`src/rtl/cla_bcd_pkg.sv`:
```
// Package: shared widths and term bundles for the decimal digit adder.
// Assumes one packed decimal digit of four bits.
package cla_bcd_pkg;
    localparam int DIGIT_W = 4;
    localparam int UPPER_W = DIGIT_W - 1;
    localparam int RADIX   = 10;

    // generate / propagate / half-sum for one bit position
    typedef struct packed {
        logic g;
        logic p;
        logic h;
    } bit_term_t;

    // group carry terms over bits 3..1 plus the ones-position carry
    typedef struct packed {
        logic k;
        logic l;
        logic c1;
    } group_term_t;
endpackage

```
`src/rtl/cla_bcd_bit_terms.sv`:
```
// Module: layer one, per-bit generate, propagate and half-sum terms.
// Assumes nothing about the inputs; purely combinational.
module cla_bcd_bit_terms
    import cla_bcd_pkg::*;
#(
    parameter int W = DIGIT_W
) (
    input  logic [W-1:0]      x,
    input  logic [W-1:0]      y,
    output bit_term_t [W-1:0] terms
);
    for (genvar j = 0; j < W; j++) begin : g_bit
        // purpose: form the three terms of bit j
        always_comb begin
            terms[j].g = x[j] & y[j];
            terms[j].p = x[j] | y[j];
            terms[j].h = x[j] ^ y[j];
        end
    end
endmodule

```
`src/rtl/cla_bcd_group.sv`:
```
// Module: layer two, group carry-generate (k) and carry-propagate (l)
// over the upper bit pairs, plus the carry out of the ones position.
// Assumes valid digits: an operand with bit 3 set has bits 2 and 1 clear.
module cla_bcd_group
    import cla_bcd_pkg::*;
(
    input  bit_term_t [DIGIT_W-1:0] terms,
    input  logic                    cin,
    output group_term_t             grp
);
    logic g1, g2, g3, p1, p2, p3, h1, h2, h3;

    // purpose: unpack the upper-bit terms for readability
    always_comb begin
        g1 = terms[1].g; g2 = terms[2].g; g3 = terms[3].g;
        p1 = terms[1].p; p2 = terms[2].p; p3 = terms[3].p;
        h1 = terms[1].h; h2 = terms[2].h; h3 = terms[3].h;
    end

    // purpose: upper-part total >= 5 (k) and == 4 (l); ones carry (c1)
    always_comb begin
        grp.k  = g3 | (p3 & p2) | (p3 & p1) | (g2 & p1);
        grp.l  = (~p3 & ((g2 & ~p1) ^ (g1 & h2))) | (h3 & ~p2 & ~p1);
        grp.c1 = terms[0].g | (terms[0].p & cin);
    end
endmodule

```
`src/rtl/cla_bcd_sum_sel.sv`:
```
// Module: layer three, sum bits and decimal carry.
// Bits 3..1 each pick one of two expressions by the ones carry.
// Assumes valid digits, so the upper-part total lies in 0..8.
module cla_bcd_sum_sel
    import cla_bcd_pkg::*;
(
    input  bit_term_t [DIGIT_W-1:0] terms,
    input  group_term_t             grp,
    input  logic                    cin,
    output logic [DIGIT_W-1:0]      sum,
    output logic                    cout
);
    logic g1, g2, g3, p1, p2, p3, h1, h2, h3;
    logic u1, u2, u3, u6, u7, u8;

    // purpose: unpack the upper-bit terms
    always_comb begin
        g1 = terms[1].g; g2 = terms[2].g; g3 = terms[3].g;
        p1 = terms[1].p; p2 = terms[2].p; p3 = terms[3].p;
        h1 = terms[1].h; h2 = terms[2].h; h3 = terms[3].h;
    end

    // purpose: one-hot detectors of the upper-part total (1,2,3,6,7,8)
    always_comb begin
        u1 = ~p3 & ~p2 & h1;
        u2 = ~p3 & ((g1 & ~p2) ^ (h2 & ~p1));
        u3 = ~p3 & h2 & h1;
        u6 = (h3 & h2 & ~p1) ^ (g2 & g1);
        u7 = h3 & h2 & h1;
        u8 = g3;
    end

    // purpose: select each upper sum bit by the ones carry
    always_comb begin
        sum[0] = terms[0].h ^ cin;
        if (grp.c1) begin
            sum[1] = ~(h1 ^ grp.k ^ grp.l);
            sum[2] = u1 ^ u2 ^ u6 ^ u7;
            sum[3] = u8 ^ u3;
        end else begin
            sum[1] = h1 ^ grp.k;
            sum[2] = u2 ^ u3 ^ u7 ^ u8;
            sum[3] = grp.l;
        end
    end

    // purpose: decimal carry; k and l never hold together, so XOR is safe
    always_comb cout = grp.k ^ (grp.l & grp.c1);
endmodule

```
`src/rtl/cla_bcd_digit_adder.sv`:
```
// Module: top of the single-digit decimal adder with look-ahead carry.
// Assumes both addends are 0..9; other codes give undefined results.
// Purely combinational: no clock, no reset, no state.
module cla_bcd_digit_adder
    import cla_bcd_pkg::*;
(
    input  logic [3:0] a_dig,
    input  logic [3:0] b_dig,
    input  logic       carry_in,
    output logic [3:0] sum_dig,
    output logic       carry_out
);
    bit_term_t [DIGIT_W-1:0] terms;
    group_term_t             grp;

    cla_bcd_bit_terms #(.W(DIGIT_W)) u_terms (
        .x     (a_dig),
        .y     (b_dig),
        .terms (terms)
    );

    cla_bcd_group u_group (
        .terms (terms),
        .cin   (carry_in),
        .grp   (grp)
    );

    cla_bcd_sum_sel u_sum (
        .terms (terms),
        .grp   (grp),
        .cin   (carry_in),
        .sum   (sum_dig),
        .cout  (carry_out)
    );

    logic       in_valid;
    logic [4:0] total;
    logic [3:0] upper_tot;

    // purpose: reference quantities for the embedded checks
    always_comb begin
        in_valid  = (a_dig <= 4'd9) && (b_dig <= 4'd9);
        total     = {1'b0, a_dig} + {1'b0, b_dig} + {4'b0, carry_in};
        upper_tot = {1'b0, a_dig[3:1]} + {1'b0, b_dig[3:1]};
    end

    // purpose: guard the group terms and the outputs against arithmetic
    always_comb begin
        if (in_valid) begin
            p_group_excl_r3: assert (!(grp.k && grp.l));
            p_group_gen_r3: assert (grp.k == (upper_tot >= 4'd5));
            p_group_prop_r4: assert (grp.l == (upper_tot == 4'd4));
            p_digit_range_r6: assert (sum_dig <= 4'd9);
            p_carry_value_r1: assert (carry_out == (total >= 5'd10));
            p_sum_value_r1: assert ({1'b0, sum_dig} ==
                                    (carry_out ? total - 5'd10 : total));
        end
    end
endmodule

```
`config.mk`:
```
export PLATFORM = sky130hd
export DESIGN_NAME = cla_bcd_digit_adder
export DESIGN_NICKNAME = d
export VERILOG_FILES = /design/src/rtl/cla_bcd_pkg.sv /design/src/rtl/cla_bcd_bit_terms.sv /design/src/rtl/cla_bcd_group.sv /design/src/rtl/cla_bcd_sum_sel.sv /design/src/rtl/cla_bcd_digit_adder.sv
export SDC_FILE = /design/constraint.sdc
export NUM_CORES = 1
export LEC_CHECK = 0
export ABC_AREA = 0
export BUFFER_PORTS_ARGS = -buffer_cell sky130_fd_sc_hd__buf_2
export CORE_AREA = 2 2 39 41
export DETAILED_ROUTE_END_ITERATION = 6
export DIE_AREA = 0 0 41 43
export PLACE_DENSITY = 0.64
export SLEW_MARGIN = 20
export SYNTH_ARGS = -nofsm -noshare
export SYNTH_HDL_FRONTEND = slang
export SYNTH_SLANG_ARGS = --single-unit
export TNS_END_PERCENT = 20
```
`constraint.sdc`:
```
create_clock -name vclk -period 5
set_clock_uncertainty 0.05 [all_clocks]
set_input_delay 0.5 -clock vclk [all_inputs]
set_output_delay 0.5 -clock vclk [all_outputs]
set_load 0.1 [all_outputs]
```
==> results of run 1 <==
placed cells by master (no fill, tap or decap), drive strengths merged:
cell / count
xor2: 5
nor2b: 3
a32o: 1
nor2: 3
a221oi: 2
and3: 2
nand4: 1
o21ai: 1
nand3: 2
or3: 1
nand2: 8
nor3: 1
o211ai: 1
xnor3: 1
fa: 1
inv: 10
nand4b: 1
and3b: 1
mux2i: 1
ha: 9
a21oi: 3
xnor2: 3
and2: 1
buf: 14
synth_stat cells:
cell and number:
nand4b_1 1, xor2_1 4, fa_1 1, nand3_1 2
a221oi_1 2, o211ai_1 1, mux2i_1 1, nor3_1 1
ha_1 9, or3_1 1, inv_1 10, xnor3_1 1
and3b_2 1, nor2_1 3, nand2_1 7, nand2_2 1
a21oi_1 3, o21ai_0 1, a32o_1 1, xnor2_1 3
and2_1 1, xor2_2 1, nand4_1 1, buf_2 1
buf_6 1, and3_2 2, nor2b_1 3
stage by stage:
step           cell area (um2)  power (mW)  cells  setup slack (ns)  hold WS [ns]
3_3_place_gp             555.5      0.1017     92             1.904         1.550
6_report                 555.5      0.1026     92             1.931         1.558
5_1_grt                  555.5      0.1090     92             1.788         1.597
4_1_cts                  555.5      0.1029     92             1.922         1.566
2_1_floorplan            481.7     0.08792     64             1.111         1.495
3_5_place_dp             555.5      0.1027     92             1.924         1.566
worst min path at each step:
stage               slack [ns]      from          to  cells past startpoint
finish                    1.56  carry_in  sum_dig[0]                      5
global route              1.60  carry_in  sum_dig[0]                      5
CTS                       1.57  carry_in  sum_dig[0]                      5
detailed placement        1.57  carry_in  sum_dig[0]                      5
global placement          1.55  carry_in  sum_dig[0]                      5
floorplan                 1.50  carry_in  sum_dig[0]                      3
report_power, final:
group | internal (mW) | switching, mW | total (mW)
logic | 0.0254 | 0.0772 | 0.103
registers | 0 | 0 | 0
clock network | 0 | 0 | 0
total | 0.0254 | 0.0772 | 0.103
cell families after synthesis:
group / synth area share [%]
mux: 2.078
compound gates: 11.43
buf+inv: 11.17
fa+ha+maj: 27.53
xor+xnor: 20.78
simple gates: 27.02
per-layer routing:
layer,GRT usage (%),up-vias,share of wire [%]
li1,-,234,-
met1,17.83,217,44
met2,20.00,17,51
met3,0,0,5.4
met4,0,0,0
met5,0,-,0
tightest hold or removal path, cell delays in order:
cell and delay, ns:
buf_2 0.09, inv_1 0.05, fa_1 0.15, inv_1 0.03, buf_2 0.28
final cells by class:
type | instances | area (um2)
Tap cell | 16 | 20.02
Multi-Input combinational cell | 52 | 427.9
Fill cell | 153 | 828.3
Inverter | 10 | 37.54
Timing Repair Buffer | 14 | 70.07
==> flow_metrics.py, run 1 <==
metrics = {
    "outcome": {
        "status": "finished, final reports clean",
    },
    "die": {
        "die_w_um": 41,
        "io_pins": 14,
        "die_h_um": 43,
        "core_mm2": 0.001384,
        "start_util_pct": 34.81,
        "die_area_mm2": 0.001763,
        "rows": 14,
    },
    "synthesis": {
        "avgSynthCellArea_um2": 7.527,
        "syn_area_um2": 481.7,
        "syn_nets": 83,
        "netlist.area_leader.share_pct": 23.38,
        "netlist_instances": 64,
        "yosysSeqAreaShare_pct": 0,
        "synth_area_leader_cell": "ha_1",
        "yosysUniqueCellTypes": 27,
        "ys_warn_count": 0,
        "synth_area_leaders": "ha_1, inv_1, xor2_1",
    },
    "power_and_ir_drop": {
        "ir_drop_uv": 104.1,
        "power.leakage_nw": 0.2960,
        "power.density_mw_per_mm2": 184.7,
    },
    "sta": {
        "slew_violations": 0,
        "tns_ns": 0,
        "final-setup-viol-count": 0,
        "tightest_slew_ns": 0.4855,
        "max_clock_freq_mhz": 325.8,
        "fin_crit_ns": 3.069,
        "worst_slew_margin_rel_pct": 67.86,
        "period_share_pct": 61.39,
        "final_hold_viol_count": 0,
        "grt_setup_unrepaired": "no",
    },
    "global_route": {
        "grt_max_degree": 11,
        "antenna_found_initial": 0,
        "grt_pass1_wl_um": 1593,
        "track_usage_pct": 12.01,
        "first_global_vias": 396,
        "gr-total-overflow": 0,
    },
    "route": {
        "drt_first_pass_iters": 4,
        "wl_per_cell_um": 9.935,
        "drc_errors": 0,
        "vias_per_cell": 5.087,
        "detail-route-antenna-nets": 0,
        "wl_um": 914,
        "drt_iter0_markers": 19,
        "via_count": 468,
    },
    "critical_path": {
        "crit_chain": "buf_2 -> inv_1 -> fa_1 -> and3b_2 -> mux2i_1 -> a221oi_1 -> nand4_1 -> xnor2_1 -> buf_2",
        "path_depth": 9,
        "endpoint": "sum_dig[2]",
        "crit_start": "a_dig[0]",
        "worstSetupStartpointType": "input pin",
        "critPathKind": "in -> out",
        "critPathBufInv": 3,
        "cp_top_family": "buffers and inverters",
        "cp.required_ns": 4.45,
        "slowest_delay_ns": 0.56,
        "critPathMaxFanout": 10,
        "cp_slowest_cell": "fa_1",
        "cpMostUsedCell": "buf_2",
        "cp.arrival_ns": 2.52,
        "crit_path_end_kind": "primary output",
    },
    "worst_hold_path": {
        "hold_class": "in -> out",
    },
    "cells_and_area": {
        "fin_util_pct": 40.14,
        "area_delta_synth_final_pct": 15.32,
        "clkbuf_count": 0,
        "register_area_um2": 0,
        "diodes": 0,
        "finalNetCount": 97,
        "drive_gt1_share_pct": 25.00,
        "seq_cells": 0,
    },
    "placed_design": {
        "port_buffers": 14,
        "dpl.hpwl_um": 776.4,
        "routabilityCongestion": 0.8370,
    },
    "run": {
        "max_cap_viol_count": 0,
    },
    "clock_network": {
        "cts.repair.resized": 0,
        "postCtsSetupBuffers": 0,
        "ctsHoldBuffers": 0,
    },
}
Note: power is estimated with default switching activity, not from simulation.
==> inputs of run 2 (changes only) <==
--- a/config.mk
+++ b/config.mk
@@ -5,12 +5,12 @@
 export SDC_FILE = /design/constraint.sdc
 export NUM_CORES = 1
 export LEC_CHECK = 0
-export ABC_AREA = 0
+export ABC_AREA = 1
 export BUFFER_PORTS_ARGS = -buffer_cell sky130_fd_sc_hd__buf_2
 export CORE_AREA = 2 2 39 41
 export DETAILED_ROUTE_END_ITERATION = 6
 export DIE_AREA = 0 0 41 43
-export PLACE_DENSITY = 0.64
+export PLACE_DENSITY = 0.7
 export SLEW_MARGIN = 20
 export SYNTH_ARGS = -nofsm -noshare
 export SYNTH_HDL_FRONTEND = slang
==> constraint.sdc (replaced) <==
create_clock -name vclk -period 2.7
set_clock_uncertainty 0.05 [all_clocks]
set_input_delay 0.27 -clock vclk [all_inputs]
set_output_delay 0.27 -clock vclk [all_outputs]
set_load 0.1 [all_outputs]
==> run 2 against run 1 <==
Area after synthesis is 9.4% higher; largest power group unchanged; non-clock buffer count stayed put; wire length is 22% higher; cell area is 12% higher; worst hold slack worse by 0.45 ns; synthesized cell count is 48% higher; highest routed layer unchanged; critical path depth is 4 higher.
==> flow_metrics.py, run 2 <==
metrics = {
    "cells_and_area": {
        "final_common_cell": "nand2_1",
        "clkbuf_count": 0,
        "finalNetCount": 130,
        "post-route-cell-area_um2": 624.3,
        "register_area_um2": 0,
        "layout_common_cells": "nand2_1, inv_1, buf_2",
        "seq_cells": 0,
        "area_delta_synth_final_pct": 18.53,
        "diodes": 0,
        "fin_cells": 125,
        "drive_gt1_share_pct": 23.85,
    },
    "global_route": {
        "antenna_found_initial": 0,
        "track_usage_pct": 14.49,
        "gr-total-overflow": 0,
        "first_global_vias": 534,
        "grt_pass1_wl_um": 1918,
        "grt_max_degree": 8,
    },
    "power_and_ir_drop": {
        "power.leakage_nw": 0.4032,
        "p_total_mw": 0.1733,
        "ir_drop_uv": 105.6,
        "power.density_mw_per_mm2": 277.5,
    },
    "clock_network": {
        "postCtsSetupBuffers": 0,
        "ctsHoldBuffers": 0,
        "cts.repair.resized": 0,
    },
    "route": {
        "wl_per_cell_um": 8.896,
        "drt_first_pass_iters": 3,
        "drc_errors": 0,
        "wl_um": 1112,
        "drt_iter0_markers": 6,
        "via_count": 588,
        "detail-route-antenna-nets": 0,
        "vias_per_cell": 4.704,
    },
    "worst_hold_path": {
        "hold_class": "in -> out",
        "hold_depth": 5,
        "hold_path.startpoint": "carry_in",
        "worstHoldEndpoint": "sum_dig[0]",
    },
    "placed_design": {
        "post-place-ws_ns": 0.5089,
        "dpl.hpwl_um": 951.6,
        "port_buffers": 14,
        "dp_cells": 125,
        "routabilityCongestion": 0.8499,
        "dpl_cell_area_um2": 624.3,
    },
    "critical_path": {
        "critPathKind": "in -> out",
        "cp.required_ns": 2.38,
        "cp.arrival_ns": 1.89,
        "worstSetupStartpointType": "input pin",
        "crit_path_end_kind": "primary output",
        "critPathMaxFanout": 7,
    },
    "sta": {
        "grt_setup_unrepaired": "no",
        "tns_ns": 0,
        "final-setup-viol-count": 0,
        "fin_crit_ns": 2.206,
        "setup_ws_ns": 0.4940,
        "final_hold_viol_count": 0,
        "slew_violations": 0,
        "worst_slew_margin_rel_pct": 67.67,
        "tightest_slew_ns": 0.4883,
        "max_clock_freq_mhz": 453.3,
        "period_share_pct": 81.70,
    },
    "synthesis": {
        "yosysSeqAreaShare_pct": 0,
        "ys_warn_count": 0,
        "netlist_instances": 95,
        "synth_area_leader_cell": "nand2_1",
        "synth_most_common_cell": "nand2_1",
        "netlist.area_leader.share_pct": 22.09,
        "yosysUniqueCellTypes": 17,
        "synth_area_leaders": "nand2_1, ha_1, inv_1",
        "syn_nets": 114,
        "avgSynthCellArea_um2": 5.545,
        "synth_common_cells": "nand2_1, inv_1, ha_1",
        "syn_area_um2": 526.8,
    },
    "die": {
        "die_area_mm2": 0.001763,
        "core_mm2": 0.001384,
        "die_w_um": 41,
        "die_h_um": 43,
        "io_pins": 14,
        "start_util_pct": 38.07,
        "rows": 14,
    },
    "outcome": {
        "status": "finished, final reports clean",
    },
    "run": {
        "max_cap_viol_count": 0,
    },
}
==> run 2: changes by cell type in the layout (fill, tap and decap cells not counted), sizes merged, moves of 3 or more <==
cell	previous run	this run
nor2b	3	0
xnor2	3	0
nand2	8	35
xor2	5	1
inv	10	20
nand3	2	12
==> run 2: routing by layer <==
layer | routed length [um] | part of all wire (%) | vias up | GRT usage (%)
li1 | - | - | 320 | -
met1 | 475 | 43 | 258 | 16.77
met2 | 584 | 53 | 10 | 27.81
met3 | 52 | 4.7 | 0 | 0.5236
met4 | 0 | 0 | 0 | 1.333
met5 | 0 | 0 | - | 0
==> run 2: worst max-delay path, cell delays in order <==
cell      delay, ns
buf_2          0.09
inv_1          0.05
ha_1           0.40
nand2_2        0.12
clkinv_2       0.07
nand2_2        0.11
nand2_1        0.06
nand2_1        0.08
nand2_1        0.06
nand2_1        0.06
nand3_1        0.06
nand2_1        0.06
buf_2          0.41
==> run 2: worst max-delay path by stage <==
| stage | from | endpoint | slack [ns] | cells past startpoint |
|---|---|---|---|---|
| after floorplan | a_dig[0] | sum_dig[3] | -0.1 | 3 |
| after global placement | a_dig[2] | sum_dig[2] | 0.52 | 11 |
| after detailed placement | a_dig[2] | sum_dig[2] | 0.51 | 13 |
| after CTS | a_dig[2] | sum_dig[2] | 0.50 | 13 |
| after global routing | a_dig[2] | sum_dig[2] | 0.34 | 13 |
| final | a_dig[2] | sum_dig[2] | 0.49 | 13 |
==> run 2: cell type report <==
class,count,area (um2)
timing repair buffer,14,70.07
fill,150,759.5
tap,16,20.02
multi-input combinational,73,449.2
inverter,22,85.08
==> run 2: kinds of logic (layout without fill, tap and decap cells) <==
group                    after synthesis  after routing  share of synthesized area [%]
AO/OA/AOI/OAI                          6              6                          5.938
AND/OR/NAND/NOR                       56             56                          51.07
XOR/XNOR                               1              1                          1.663
adder cells (fa/ha/maj)               10             10                          25.18
buffers and inverters                 22             36                          16.15
==> run 2: metrics by stage <==
stage | util, % | hold slack (ns)
after floorplan | - | 1.035
after global placement | 45.12 | 1.095
after detailed placement | 45.12 | 1.112
after CTS | 45.12 | 1.114
after global routing | 45.12 | 1.186
final | 45.12 | 1.107
==> run 2: where the power goes <==
part	total [mW]	leakage [nW]	switching, mW	internal, mW
sequential	0	0	0	0
clock	0	0	0	0
combinational	0.173	0.403	0.133	0.0399
total	0.173	0.403	0.133	0.0399
